$ cat src/rtl/dram_temp_filter.sv
module dram_temp_filter #(
  parameter int NCH   = 3,
  parameter int NDIMM = 3,
  parameter int NRANK = 4,
  parameter int TW    = 8,
  parameter int FRAC  = 8,
  parameter int EW    = 16,
  parameter int KW    = 10,
  parameter int IW    = 3
) (
  input  logic                        clk,
  input  logic                        rst_n,
  input  logic                        cfg_we,
  input  logic [31:0]                 cfg_wdata,
  output logic [31:0]                 cfg_rdata,
  input  logic                        rank_we,
  input  logic [IW-1:0]               rank_chan,
  input  logic [IW-1:0]               rank_dimm,
  input  logic [NRANK*TW-1:0]         rank_wdata,
  input  logic [NCH-1:0]              egy_valid,
  input  logic [NCH*EW-1:0]           egy_delta,
  output logic [NCH*(TW+FRAC)-1:0]    chan_est,
  output logic [NCH*NDIMM*NRANK*TW-1:0] rank_temp,
  output logic                        idx_err
);
  localparam int SW = TW + FRAC;
  localparam int RW = NRANK * TW;
  localparam int PW = SW + KW;
  localparam int HW = EW + KW + FRAC;
  localparam int AW = ((HW > PW) ? HW : PW) + 1;
  localparam logic [IW-1:0] CH_LIM = IW'(NCH);
  localparam logic [IW-1:0] DM_LIM = IW'(NDIMM);

  logic [KW-1:0] beta_q, theta_q;
  logic          err_q;
  logic          idx_ok;
  logic [TW-1:0] hot;

  function automatic logic [TW-1:0] hottest(input logic [RW-1:0] v);
    logic [TW-1:0] m;
    m = v[TW-1:0];
    for (int r = 1; r < NRANK; r++)
      if (v[r*TW +: TW] > m) m = v[r*TW +: TW];
    return m;
  endfunction

  assign idx_ok    = (rank_chan < CH_LIM) && (rank_dimm < DM_LIM);
  assign hot       = hottest(rank_wdata);
  assign cfg_rdata = {{(32-2*KW){1'b0}}, theta_q, beta_q};
  assign idx_err   = err_q;

  always_ff @(posedge clk) begin
    if (!rst_n) begin
      beta_q  <= '1;
      theta_q <= '0;
      err_q   <= 1'b0;
    end else begin
      if (cfg_we) begin
        beta_q  <= cfg_wdata[KW-1:0];
        theta_q <= cfg_wdata[2*KW-1:KW];
      end
      if (rank_we && !idx_ok) err_q <= 1'b1;
    end
  end

  for (genvar c = 0; c < NCH; c++) begin : g_ch
    logic [SW-1:0] est_q;
    logic [EW-1:0] d;
    logic [AW-1:0] sum_w;
    logic [SW-1:0] nxt;
    logic          hit;

    assign d   = egy_delta[c*EW +: EW];
    assign hit = rank_we && idx_ok && (rank_chan == IW'(c));
    assign sum_w = AW'(({{KW{1'b0}}, est_q} * PW'(beta_q)) >> KW)
                 + AW'((({{(KW+FRAC){1'b0}}, d} * HW'(theta_q)) << FRAC) >> KW);
    assign nxt = (|sum_w[AW-1:SW]) ? {SW{1'b1}} : sum_w[SW-1:0];

    always_ff @(posedge clk) begin
      if (!rst_n)            est_q <= '0;
      else if (hit)          est_q <= {hot, {FRAC{1'b0}}};
      else if (egy_valid[c]) est_q <= nxt;
    end
    assign chan_est[c*SW +: SW] = est_q;

    for (genvar k = 0; k < NDIMM; k++) begin : g_dimm
      logic [RW-1:0] rk_q;
      always_ff @(posedge clk) begin
        if (!rst_n)                            rk_q <= '0;
        else if (hit && rank_dimm == IW'(k))   rk_q <= rank_wdata;
      end
      assign rank_temp[(c*NDIMM+k)*RW +: RW] = rk_q;
    end
  end
endmodule

$ cat config.mk
export PLATFORM = sky130hd
export DESIGN_NAME = dram_temp_filter
export DESIGN_NICKNAME = d
export VERILOG_FILES = /design/src/rtl/dram_temp_filter.sv
export SDC_FILE = /design/constraint.sdc
export NUM_CORES = 2
export LEC_CHECK = 0
export ABC_AREA = 1
export BUFFER_PORTS_ARGS = -buffer_cell sky130_fd_sc_hd__buf_2
export CAP_MARGIN = 20
export CORE_ASPECT_RATIO = 0.6
export CORE_UTILIZATION = 55
export CTS_CLUSTER_DIAMETER = 100
export DETAILED_ROUTE_END_ITERATION = 16
export PLACE_DENSITY = 0.88
export SLEW_MARGIN = 0
export SYNTH_ARGS = -nofsm -noshare
export SYNTH_HDL_FRONTEND = slang
export SYNTH_SLANG_ARGS = --single-unit
$ cat constraint.sdc
create_clock -name clk -period 7.83 [get_ports clk]
set_input_delay 1.566 -clock clk [delete_from_list [all_inputs] [get_ports clk]]
set_output_delay 1.566 -clock clk [all_outputs]
set_load 0.1 [all_outputs]
==> results.yml <==
yosys:
  yosys_warnings: 0
  syn_inst: 6948
  yosysSeqAreaShare: 0.1453
  ys_seq_elements: 357
  dominantRegCellSynth: "dfxtp_1"
  synth_cell_types: 59
  syn_area_per_cell_um2: 7.081
  synth.most_common_cell: "nand2_1"
  yosysTopAreaCellShare: 0.2686
  async_flop_share: 0
  synth_edf_count: 0
  synth.area.top_cells: "fa_1 27%, dfxtp_1 15%, nand2_1 14%"
  netlist_top_cells_count: "1821 x nand2_1, 1538 x inv_1, 660 x fa_1, 514 x a21oi_1, 433 x nor2_1"
  netlist_area_mm2: 0.04920
  yosysTopAreaCell: "fa_1"
route:
  drt_iter0_drc: 5245
  ant_nets: 0
  wl_um: 153900
  vias: 47410
  wl_per_cell_um: 17.84
  dr.pass1.iters: 6
  route.detailed.drc: 0
  routed_via_density: 5.495
clock_network:
  htreeDepth: 2
  numCtsBuffers: 38
  cts.clk_slew.worst_paths_ns: 0.07
  cts_tree: "built"
  ctsHoldBuffers: 0
  clk_latency_ns: 0.60
  cts.sinks: 357
  cts_buffer_depth: 3
  cts-root-buf: "clkbuf_16"
cells_and_area:
  final_area_mm2: 0.05573
  layout.nets: 8636
  area_delta_synth_final_pct: 13.28
  postLayoutCoreUtil: 0.6327
  layout-drive-gt1-share: 0.1347
hold_path:
  hold_path.startpoint: "g_ch[2].g_dimm[2].rk_q[18]$_SDFFE_PN0P_"
  min_path_type: "flip-flop to flip-flop"
  hold_depth: 2
  min_delay_worst_endpoint: "g_ch[2].g_dimm[2].rk_q[18]$_SDFFE_PN0P_"
setup_path:
  crit_path_start_kind: "flip-flop"
  rr_endpoint: "g_ch[0].est_q[15]$_SDFFE_PN0P_"
  rr_worst_depth: 40
  cp.required_ns: 8.28
  r2r-start: "beta_q[1]$_SDFFE_PN1P_"
  slowest_stage: "fa_1"
  cp_max_fo: 9
  path_class: "flip-flop to flip-flop"
  cp_common_cell: "nand2_1"
  arrival_ns: 8.04
  cpPeakStageDelay_ns: 0.56
  r2r_slack_ns: 0.24
  critical_path.endpoint_type: "flip-flop"
run_status:
  outcome: "finished clean"
timing:
  final.min_clock_period_ns: 7.594
  fmaxAchievable_ghz: 0.1317
  hold_viol_final: 0
  skew_ns: 0.02260
  maxSlewHeadroom: 0.2289
  period_share: 0.9699
  worst_slack_ns: 0.2356
  final_max_slew_viol_count: 0
  tightest_slew_ns: 1.153
  finalSetupTns_ns: 0
  setup_viol_count_final: 0
placement:
  dpl.hpwl_um: 120500
  place_ws_ns: -0.3040
  gp_congestion: 0.9486
  placed_area_mm2: 0.05408
  port_buffers: 469
global_route:
  grt_pass1_wl_um: 241900
  grt-ovfl-total: 0
  grt_most_used_layer: "met2"
  grt_use_total: 0.3320
  grt.met3_usage: 0.08755
  antenna_found_initial: 18
  globalRouteMet1Util: 0.4343
  met2_usage: 0.5177
  grt_pass1_vias: 47280
  grt_max_degree: 182
floorplanning:
  dieArea_mm2: 0.09069
  coreArea_mm2: 0.08807
  die_h_um: 233.7
  fp.dieW_um: 388.1
  ioPinCount: 494
  row_count: 84
  start_util: 0.5586
run:
  maxCapViolations: 0
[layout make-up]
class / count / area [um2]
tap: 1161 / 1453
timing repair buffer: 782 / 4852
multi-input combinational: 4688 / 35050
clock inverter: 19 / 219.0
inverter: 1555 / 5844
clock buffer: 51 / 1070
fill: 7263 / 32350
sequential: 357 / 7207
antenna: 15 / 37.54
[through the flow]
stage,hold WS [ns],std cells
finish,0.4592,8628
global route,0.4704,8619
CTS,0.4583,8604
detailed placement,0.4492,8534
global placement,0.4461,8534
floorplan,0.9054,6959
[registers in the layout, summed over array words and instances (netlist names)]
signal	flops
beta_q	10
g_ch.est_q	48
theta_q	10
idx_err	1
g_ch.g_dimm.rk_q	288
[placed cells by master, fill, tap and decap left out, drive strengths merged, types with 7 or more instances in the layout]
| master | count |
|---|---|
| nand2 | 1840 |
| a21oi | 523 |
| xnor2 | 59 |
| o21a | 10 |
| dfxtp | 357 |
| xor2 | 86 |
| inv | 1554 |
| nand4 | 47 |
| nor3 | 35 |
| fa | 660 |
| a31oi | 9 |
| o21bai | 13 |
| conb | 12 |
| nand3 | 340 |
| clkbuf | 53 |
| clkinv | 16 |
| ha | 429 |
| or2 | 10 |
| diode | 15 |
| a21o | 10 |
| buf | 780 |
| o21ai | 111 |
| nand3b | 7 |
| nor2 | 446 |
[what timing repair did]
action / 4_1_cts / 5_1_grt
buffers inserted: 0 / 6
setup endpoints to repair: 1 / 48
gates resized for setup: 2 / 71
gates cloned: 0 / 1
pin swaps: 0 / 9
[cells by family after synthesis]
kind of cell,synth area share
xor gates and xnor gates,0.02581
AOI/OAI and AO/OA,0.07622
DFF,0.1453
buffers and inverters,0.1477
other,0.00007622
adders and majority gates,0.3777
and+or+nand+nor,0.2273
[how the worst max path moves through the flow]
stage / from / to / slack (ns) / cells after the start
after global placement: egy_delta[10] / g_ch[0].est_q[15]$_SDFFE_PN0P_ / -0.14 / 33
after CTS: beta_q[8]$_SDFFE_PN1P_ / g_ch[0].est_q[15]$_SDFFE_PN0P_ / 0.009 / 38
final: beta_q[1]$_SDFFE_PN1P_ / g_ch[0].est_q[15]$_SDFFE_PN0P_ / 0.24 / 40
after global routing: beta_q[1]$_SDFFE_PN1P_ / g_ch[0].est_q[15]$_SDFFE_PN0P_ / -0.10 / 42
after detailed placement: egy_delta[10] / g_ch[0].est_q[15]$_SDFFE_PN0P_ / -0.30 / 34
after floorplan: beta_q[2]$_SDFFE_PN1P_ / g_ch[1].est_q[6]$_SDFFE_PP0P_ / 0.03 / 34
[worst max-delay path: cells and delay by family (launching register included)]
kind | cells | cell delay, ns
AND/OR/NAND/NOR | 19 | 2.12
flip-flops | 1 | 0.46
buffers and inverters | 6 | 0.60
adder cells (fa/ha/maj) | 7 | 2.94
AO/OA/AOI/OAI | 7 | 1.17
XOR/XNOR | 1 | 0.12
[metal layers]
layer  vias up  share of wire
li1      21710              -
met1     22450           0.39
met2      2645           0.44
met3       591           0.12
met4        20          0.050
met5         -        0.00077
Power is left out: the tool's default activity adds up to more than one toggle a clock period on the data nets, which glitch-free logic cannot reach.
